`src/rtl/afifo_pkg.sv`:
```
package afifo_pkg;
  typedef enum logic [1:0] {
    A_CTRL = 2'd0,
    A_DATA = 2'd1,
    A_LVL  = 2'd2
  } reg_addr_e;

  localparam int B_EN     = 0;
  localparam int B_RXON   = 1;
  localparam int B_TXON   = 2;
  localparam int B_TXCLR  = 3;
  localparam int B_RXCLR  = 4;
  localparam int B_TXTHR  = 5;
  localparam int B_RXTHR  = 7;
  localparam int B_DMAEN  = 9;
  localparam int B_TXERR  = 10;
  localparam int B_RXERR  = 11;
  localparam int B_TXMT   = 12;
  localparam int B_RXDAT  = 13;
  localparam int B_TXNEED = 14;
  localparam int B_RXNEED = 15;
  localparam int B_SYNC   = 16;
  localparam int B_RUN    = 17;
  localparam int B_READY  = 18;
endpackage

```
`src/rtl/afifo_ring.sv`:
```
module afifo_ring #(
  parameter int unsigned DW    = 32,
  parameter int unsigned DEPTH = 64,
  localparam int unsigned AW   = $clog2(DEPTH),
  localparam int unsigned CW   = AW + 1
) (
  input  logic          clk_i,
  input  logic          rst_ni,
  input  logic          flush_i,
  input  logic          push_i,
  input  logic [DW-1:0] wdata_i,
  input  logic          pop_i,
  output logic [DW-1:0] rdata_o,
  output logic [CW-1:0] count_o
);
  logic [DW-1:0] mem [DEPTH];
  logic [AW-1:0] wr_ptr, rd_ptr;
  logic          do_push, do_pop;

  assign do_push = push_i && (count_o != CW'(DEPTH));
  assign do_pop  = pop_i && (count_o != '0);
  assign rdata_o = (count_o == '0) ? '0 : mem[rd_ptr];

  always_ff @(posedge clk_i) begin
    if (do_push && !flush_i) mem[wr_ptr] <= wdata_i;
  end

  always_ff @(posedge clk_i or negedge rst_ni) begin
    if (!rst_ni) begin
      wr_ptr  <= '0;
      rd_ptr  <= '0;
      count_o <= '0;
    end else if (flush_i) begin
      wr_ptr  <= '0;
      rd_ptr  <= '0;
      count_o <= '0;
    end else begin
      if (do_push) wr_ptr <= wr_ptr + 1'b1;
      if (do_pop)  rd_ptr <= rd_ptr + 1'b1;
      count_o <= count_o + CW'(do_push) - CW'(do_pop);
    end
  end
endmodule

```
`src/rtl/afifo_sclk_seq.sv`:
```
module afifo_sclk_seq #(
  parameter int unsigned CLR_TICKS   = 2,
  parameter int unsigned SYNC_STAGES = 2,
  parameter int unsigned WAKE_TICKS  = 4,
  localparam int unsigned CCW = $clog2(CLR_TICKS + 1),
  localparam int unsigned WCW = $clog2(WAKE_TICKS + 1)
) (
  input  logic       clk_i,
  input  logic       rst_ni,
  input  logic       tick_i,
  input  logic [1:0] clr_req_i,   // [0] tx, [1] rx
  output logic [1:0] flush_o,
  input  logic       sync_i,
  output logic       sync_o,
  input  logic       en_run_i,
  output logic       ready_o
);
  // clear delay per direction
  for (genvar d = 0; d < 2; d++) begin : g_clr
    logic [CCW-1:0] cnt;
    always_ff @(posedge clk_i or negedge rst_ni) begin
      if (!rst_ni)                    cnt <= '0;
      else if (clr_req_i[d])          cnt <= CCW'(CLR_TICKS);
      else if (tick_i && cnt != '0)   cnt <= cnt - 1'b1;
    end
    assign flush_o[d] = tick_i && !clr_req_i[d] && (cnt == CCW'(1));
  end

  logic [SYNC_STAGES-1:0] sync_sh;
  always_ff @(posedge clk_i or negedge rst_ni) begin
    if (!rst_ni)     sync_sh <= '0;
    else if (tick_i) sync_sh <= {sync_sh[SYNC_STAGES-2:0], sync_i};
  end
  assign sync_o = sync_sh[SYNC_STAGES-1];

  logic [WCW-1:0] wake_cnt;
  always_ff @(posedge clk_i or negedge rst_ni) begin
    if (!rst_ni)                                  wake_cnt <= '0;
    else if (!en_run_i)                           wake_cnt <= '0;
    else if (tick_i && wake_cnt != WCW'(WAKE_TICKS)) wake_cnt <= wake_cnt + 1'b1;
  end
  assign ready_o = (wake_cnt == WCW'(WAKE_TICKS));
endmodule

```
`src/rtl/audio_fifo_dreq.sv`:
```
module audio_fifo_dreq
  import afifo_pkg::*;
#(
  parameter int unsigned DW          = 32,
  parameter int unsigned DEPTH       = 64,
  parameter int unsigned LW          = 8,
  parameter int unsigned CLR_TICKS   = 2,
  parameter int unsigned SYNC_STAGES = 2,
  parameter int unsigned WAKE_TICKS  = 4
) (
  input  logic          clk_i,
  input  logic          rst_ni,
  input  logic          sclk_tick_i,
  input  logic          reg_we_i,
  input  logic          reg_re_i,
  input  logic [1:0]    reg_addr_i,
  input  logic [31:0]   reg_wdata_i,
  output logic [31:0]   reg_rdata_o,
  input  logic          tx_pop_i,
  output logic [DW-1:0] tx_data_o,
  input  logic          rx_push_i,
  input  logic [DW-1:0] rx_data_i,
  output logic          tx_dreq_o,
  output logic          tx_panic_o,
  output logic          rx_dreq_o,
  output logic          rx_panic_o
);
  localparam int unsigned AW = $clog2(DEPTH);
  localparam int unsigned CW = AW + 1;
  localparam int unsigned MW = (CW > LW) ? CW : LW;

  logic en_q, run_q, txon_q, rxon_q, dmaen_q, sync_q, tx_err_q, rx_err_q;
  logic [1:0] tx_thr_q, rx_thr_q;
  logic [4*LW-1:0] lvl_q;

  logic ctrl_we, data_we, lvl_we, data_re;
  logic tx_err_clr, rx_err_clr, tx_err_set, rx_err_set;
  logic [1:0] flush;
  logic sync_rd, ready, en_run, tx_active, rx_active;
  logic [CW-1:0] tx_count, rx_count;
  logic [DW-1:0] rx_head;
  logic tx_need, rx_need;
  logic [31:0] ctrl_rd;

  assign ctrl_we    = reg_we_i && (reg_addr_i == A_CTRL);
  assign data_we    = reg_we_i && (reg_addr_i == A_DATA);
  assign lvl_we     = reg_we_i && (reg_addr_i == A_LVL);
  assign data_re    = reg_re_i && (reg_addr_i == A_DATA);
  assign tx_err_clr = ctrl_we && reg_wdata_i[B_TXERR];
  assign rx_err_clr = ctrl_we && reg_wdata_i[B_RXERR];

  assign en_run    = en_q && run_q;
  assign tx_active = en_run && ready && txon_q;
  assign rx_active = en_run && ready && rxon_q;

  always_ff @(posedge clk_i or negedge rst_ni) begin
    if (!rst_ni) begin
      en_q <= 1'b0; run_q <= 1'b0; txon_q <= 1'b0; rxon_q <= 1'b0;
      dmaen_q <= 1'b0; sync_q <= 1'b0; tx_thr_q <= '0; rx_thr_q <= '0;
    end else if (ctrl_we) begin
      en_q     <= reg_wdata_i[B_EN];
      run_q    <= reg_wdata_i[B_RUN];
      txon_q   <= reg_wdata_i[B_TXON];
      rxon_q   <= reg_wdata_i[B_RXON];
      dmaen_q  <= reg_wdata_i[B_DMAEN];
      sync_q   <= reg_wdata_i[B_SYNC];
      tx_thr_q <= reg_wdata_i[B_TXTHR +: 2];
      rx_thr_q <= reg_wdata_i[B_RXTHR +: 2];
    end
  end

  always_ff @(posedge clk_i or negedge rst_ni) begin
    if (!rst_ni)     lvl_q <= '0;
    else if (lvl_we) lvl_q <= reg_wdata_i[4*LW-1:0];
  end

  assign tx_err_set = tx_pop_i && tx_active && (tx_count == '0);
  assign rx_err_set = rx_push_i && rx_active && (rx_count == CW'(DEPTH));

  always_ff @(posedge clk_i or negedge rst_ni) begin
    if (!rst_ni) begin
      tx_err_q <= 1'b0;
      rx_err_q <= 1'b0;
    end else begin
      tx_err_q <= tx_err_set || (tx_err_q && !tx_err_clr);
      rx_err_q <= rx_err_set || (rx_err_q && !rx_err_clr);
    end
  end

  afifo_sclk_seq #(
    .CLR_TICKS(CLR_TICKS), .SYNC_STAGES(SYNC_STAGES), .WAKE_TICKS(WAKE_TICKS)
  ) u_seq (
    .clk_i, .rst_ni,
    .tick_i    (sclk_tick_i),
    .clr_req_i ({ctrl_we && reg_wdata_i[B_RXCLR], ctrl_we && reg_wdata_i[B_TXCLR]}),
    .flush_o   (flush),
    .sync_i    (sync_q),
    .sync_o    (sync_rd),
    .en_run_i  (en_run),
    .ready_o   (ready)
  );

  afifo_ring #(.DW(DW), .DEPTH(DEPTH)) u_tx (
    .clk_i, .rst_ni,
    .flush_i (flush[0]),
    .push_i  (data_we),
    .wdata_i (DW'(reg_wdata_i)),
    .pop_i   (tx_pop_i && tx_active),
    .rdata_o (tx_data_o),
    .count_o (tx_count)
  );

  afifo_ring #(.DW(DW), .DEPTH(DEPTH)) u_rx (
    .clk_i, .rst_ni,
    .flush_i (flush[1]),
    .push_i  (rx_push_i && rx_active),
    .wdata_i (rx_data_i),
    .pop_i   (data_re),
    .rdata_o (rx_head),
    .count_o (rx_count)
  );

  function automatic logic [CW-1:0] quarter_mark(logic [1:0] t);
    return CW'(t) * CW'(DEPTH / 4);
  endfunction

  assign tx_need = (tx_thr_q == 2'd0) ? (tx_count == '0) : (tx_count < quarter_mark(tx_thr_q));
  assign rx_need = (rx_thr_q == 2'd0) ? (rx_count != '0) : (rx_count >= quarter_mark(rx_thr_q));

  assign tx_dreq_o  = dmaen_q && (MW'(tx_count) < MW'(lvl_q[2*LW-1:LW]));
  assign tx_panic_o = dmaen_q && (MW'(tx_count) < MW'(lvl_q[4*LW-1:3*LW]));
  assign rx_dreq_o  = dmaen_q && (MW'(rx_count) > MW'(lvl_q[LW-1:0]));
  assign rx_panic_o = dmaen_q && (MW'(rx_count) > MW'(lvl_q[3*LW-1:2*LW]));

  always_comb begin
    ctrl_rd             = '0;
    ctrl_rd[B_EN]       = en_q;
    ctrl_rd[B_RXON]     = rxon_q;
    ctrl_rd[B_TXON]     = txon_q;
    ctrl_rd[B_TXTHR+:2] = tx_thr_q;
    ctrl_rd[B_RXTHR+:2] = rx_thr_q;
    ctrl_rd[B_DMAEN]    = dmaen_q;
    ctrl_rd[B_TXERR]    = tx_err_q;
    ctrl_rd[B_RXERR]    = rx_err_q;
    ctrl_rd[B_TXMT]     = (tx_count == '0);
    ctrl_rd[B_RXDAT]    = (rx_count != '0);
    ctrl_rd[B_TXNEED]   = tx_need;
    ctrl_rd[B_RXNEED]   = rx_need;
    ctrl_rd[B_SYNC]     = sync_rd;
    ctrl_rd[B_RUN]      = run_q;
    ctrl_rd[B_READY]    = ready;
  end

  always_comb begin
    unique case (reg_addr_i)
      A_CTRL:  reg_rdata_o = ctrl_rd;
      A_DATA:  reg_rdata_o = 32'(rx_head);
      A_LVL:   reg_rdata_o = 32'(lvl_q);
      default: reg_rdata_o = '0;
    endcase
  end
endmodule

```
`config.mk`:
```
export PLATFORM = sky130hd
export DESIGN_NAME = audio_fifo_dreq
export DESIGN_NICKNAME = d
export VERILOG_FILES = /design/src/rtl/afifo_pkg.sv /design/src/rtl/afifo_ring.sv /design/src/rtl/afifo_sclk_seq.sv /design/src/rtl/audio_fifo_dreq.sv
export SDC_FILE = /design/constraint.sdc
export NUM_CORES = 2
export LEC_CHECK = 0
export BUFFER_PORTS_ARGS = -buffer_cell sky130_fd_sc_hd__buf_2
export CORE_MARGIN = 3
export CORE_UTILIZATION = 45
export CTS_CLUSTER_SIZE = 12
export DETAILED_ROUTE_END_ITERATION = 8
export HOLD_SLACK_MARGIN = 0.1
export PLACE_DENSITY = 0.68
export SKIP_CTS_REPAIR_TIMING = 1
export SLEW_MARGIN = 20
export SYNTH_ARGS = -nofsm -noshare
export SYNTH_HDL_FRONTEND = slang
export SYNTH_SLANG_ARGS = --single-unit
```
`constraint.sdc`:
```
create_clock -name clk_i -period 4.9 [get_ports clk_i]
set_clock_uncertainty 0.05 [all_clocks]
set_input_delay 0.98 -clock clk_i [delete_from_list [all_inputs] [get_ports clk_i]]
set_output_delay 0.98 -clock clk_i [all_outputs]
set_load 0.005 [all_outputs]
```
==> impl_results.md <==
* Grt total ovfl at 0
* Vias in the first global route at 80476
* IO Pins at approximately 140
* Syn-to-layout area delta at 16.5%
* Status: complete, but fails checks
* Fraction of registers with async set/reset at between 2 and 2.5%
* Worst-path cell chain: and2_4 -> buf_4 -> a211oi_4 -> buf_4 -> buf_4 -> nor3_4 -> a21oi_1 -> buf_2
* Final Setup Violations at 8
* Pleak at ~58 nW
* Syn avg cell area at 22.7 sq um
* VDD IR max at about 0.39 mV
* First-pass DRT Iterations at 6
* Initial core utilization at 45.3%
* Clock Root Buffer: clkbuf_16
* Global route hottest layer: met2
* Setup Crit Path Kind: reg -> out
* Post-route ant nets at 0
* Mapped cell area at 161000 sq um
* Max stage delay on crit path at approximately 730 ps
* Post-synth top area cell: edfxtp_1
* Min cycle time layout at 5030 ps
* Max-slew violation count at 0
* Die footprint at ~370000 sq um
* Die X at 605 um
* Final net count at 8074
* Total wire length at 452000 um
* CP max stage cell: dfrtp_2
* FILL cells at 26583
* Fmax at 199 MHz
* Register area at 125000 sq um
* Data arrival, critical path at approximately 4000 ps
* Sequential area share after synthesis at around 78%
* CTS tree: built
* Pin count of the biggest net entering global routing at 68
* Max Root-Sink Buffers at 4
* Detailed router's first-iteration violation count at 12487
* Hold Path Sink: u_rx.rd_ptr[4]
* Crit-path most repeated cell: buf_4
* Antenna violations before repair at 28
* Total Routing Usage GR at about a quarter
* Share of layout cells above drive strength 1 at 32.8%
* Syn Inst Count at 7118
* Core region area at 356000 sq um
* # port buffers at 140
* Syn. warnings at 0
* Critical R2R Launch: u_rx.count_o[4]
* RSZ-0062 raised after global routing: true
* Hold Crit Class: in -> reg
* Crit Path Max Fanout at 23
* Register bit total from synthesis at 4187
* Number of synthesized flops with an enable pin at 4096
* CTS buffer count at 416
* Reg2reg end: u_rx.mem[52][25]
* CP endpoint kind: output pin
* Later-pin clock latency in the skew report at 990 ps
* GR Layer Usage met1 at 32.4%
* CP Data Required Time at ~3900 ps
* Failing checks: setup timing
* H-tree Lvls at 5
* Main area contributors after synthesis: edfxtp_1 76%, mux4_2 15%, mux2i_1 1.8%
* Top cell type's share of synthesized area at roughly three quarters
* R2R Setup Slk at 1080 ps
* Sink Count at roughly 4200
* DIE HEIGHT at 605 um
* Max-cap violations at 0
* Slew @ Worst Pin at 1160 ps
* Primary FF master, synth: edfxtp_1
* Avg Vias per Cell at about 6.3
* Place WS at -87.3 ps
* Worst r2r path cells at 9
* # DRC at 0
* First-pass GRT wire length at 624000 um
* Library cells used by synthesis at 66
* Worst setup SP type: flop
* Hold_ws at 387 ps
* Placer Congestion at about 0.87
* GR Util met3 at 5.47%
* Final Hold Fails at 0
* Rel. slew slack at 22.7%
* Rows at roughly 220
* Routed vias at 81923
* Routed len/inst at 34.9 um
* Reg clk slew, reported paths at 60 ps
* Dpl hpwl at around 260000 um
* HP Start: reg_re_i
* Global-route met2 utilization at 38.5%
* Syn Nets at 7250
* Multi-input gate area at 36100 sq um
* Tcrit/Tclk final at 103%
* Worst hold stages at 4
* Final worst-path setup slack at -129 ps
* P per Cell Area at roughly 440 nW/um^2
-- power breakdown --
group | leakage [nW] | switching [mW] | internal, mW
Sequential | 37.9 | 0.327 | 39.5
Combinational | 13.9 | 6.99 | 6.28
Clock | 5.83 | 13.0 | 16.0
-- how the worst max path moves through the flow --
stage                          startpoint  slack, ps               to  depth (start not counted)
final                      u_tx.rd_ptr[4]       -130    tx_data_o[25]                          8
after global routing       u_tx.rd_ptr[4]       -100    tx_data_o[25]                          8
after CTS                 u_tx.count_o[5]      -1160    tx_data_o[25]                         10
after detailed placement  u_tx.count_o[4]        -90    tx_data_o[25]                         10
after global placement    u_tx.count_o[5]        -10    tx_data_o[25]                         10
after floorplan             reg_addr_i[1]        490  u_tx.mem[59][0]                          7
-- worst max-delay path, delay by kind of cell (launching register included) --
| family | cells | cell delay, ps |
|---|---|---|
| buffers and inverters | 4 | 1130 |
| and+or+nand+nor | 2 | 850 |
| AOI/OAI and AO/OA | 2 | 270 |
| DFF | 1 | 730 |
-- final cells by class --
class,count,share of cell area [%]
clock inverters,107,0.539
diodes,15,0.0200
well taps,4751,3.16
flip-flops and latches,4187,66.7
inverters,63,0.126
clock buffers,561,5.88
repair buffers,790,4.39
multi-input cells,2484,19.2
-- per-stage QoR --
| step | setup TNS (ps) | area [sq um] | total power [mW] | util (%) | std cells |
|---|---|---|---|---|---|
| final | -331 | 188000 | 82.2 | 52.8 | 12958 |
| after global routing | -865 | 188000 | 84.6 | 52.7 | 12946 |
| after CTS | -33610 | 184000 | 80.6 | 51.7 | 12787 |
| after detailed placement | -87.3 | 172000 | 51.9 | 48.3 | 12119 |
| after global placement | -14.0 | 172000 | 51.7 | 48.3 | 12119 |
| after floorplan | 0 | 161000 | 47.7 | - | 7118 |
-- sequential cells by signal, summed over array words and instances (netlist names), 2 cells and up --
| name | count |
|---|---|
| lvl_q | 32 |
| rx_thr_q | 2 |
| tx_thr_q | 2 |
| u_rx.count_o | 7 |
| u_rx.mem | 2048 |
| u_rx.rd_ptr | 6 |
| u_rx.wr_ptr | 6 |
| u_seq.g_clr.cnt | 4 |
| u_seq.sync_sh | 2 |
| u_seq.wake_cnt | 3 |
| u_tx.count_o | 7 |
| u_tx.mem | 2048 |
| u_tx.rd_ptr | 6 |
| u_tx.wr_ptr | 6 |
-- logic make-up after synthesis --
| family | synth area share (%) |
|---|---|
| DFF | 77.7 |
| muxes | 16.7 |
| AOI/OAI and AO/OA | 2.42 |
| and+or+nand+nor | 1.27 |
| buffers and inverters | 1.28 |
| adders and majority gates | 0.467 |
| xor gates and xnor gates | 0.152 |
-- metal layers --
metal	up-vias	wire (um)
met2	5336	219000
met3	829	49700
li1	31905	-
met5	-	58
met1	43843	164000
met4	10	18700
-- placed cells by master (no fill, tap or decap), types with 106 or more instances in the layout --
master,netlist,layout
buf_12,0,106
buf_2,119,110
buf_4,34,480
clkbuf_1,172,138
clkbuf_16,0,446
edfxtp_1,4096,4096
mux2i_1,285,253
mux4_2,1046,1046
nor2_4,0,130
o22ai_1,123,114
-- cell usage after synthesis, types with 6 or more instances --
master     instances
a211o_1           21
buf_1             45
o221ai_1          40
o22ai_1          123
nand3b_1           7
nor3_1            35
a22oi_1           39
nor2_1           218
a21oi_1           81
a221o_1           12
clkbuf_1         172
o21a_1             6
xor2_1            16
dfrtp_1           91
nand2b_1          15
o21ai_0           72
ha_1              57
a211oi_1          85
nand3_1           22
a22o_1             7
inv_1             63
buf_4             34
mux2i_1          285
edfxtp_1        4096
nand2_1           86
a21o_1             8
or3_1             12
nor2b_1           24
mux2_2            51
buf_2            119
buf_6             14
nand4_1            9
xnor2_1           12
a2111oi_0         29
mux4_2          1046
Power figures use the tool's default switching activity.
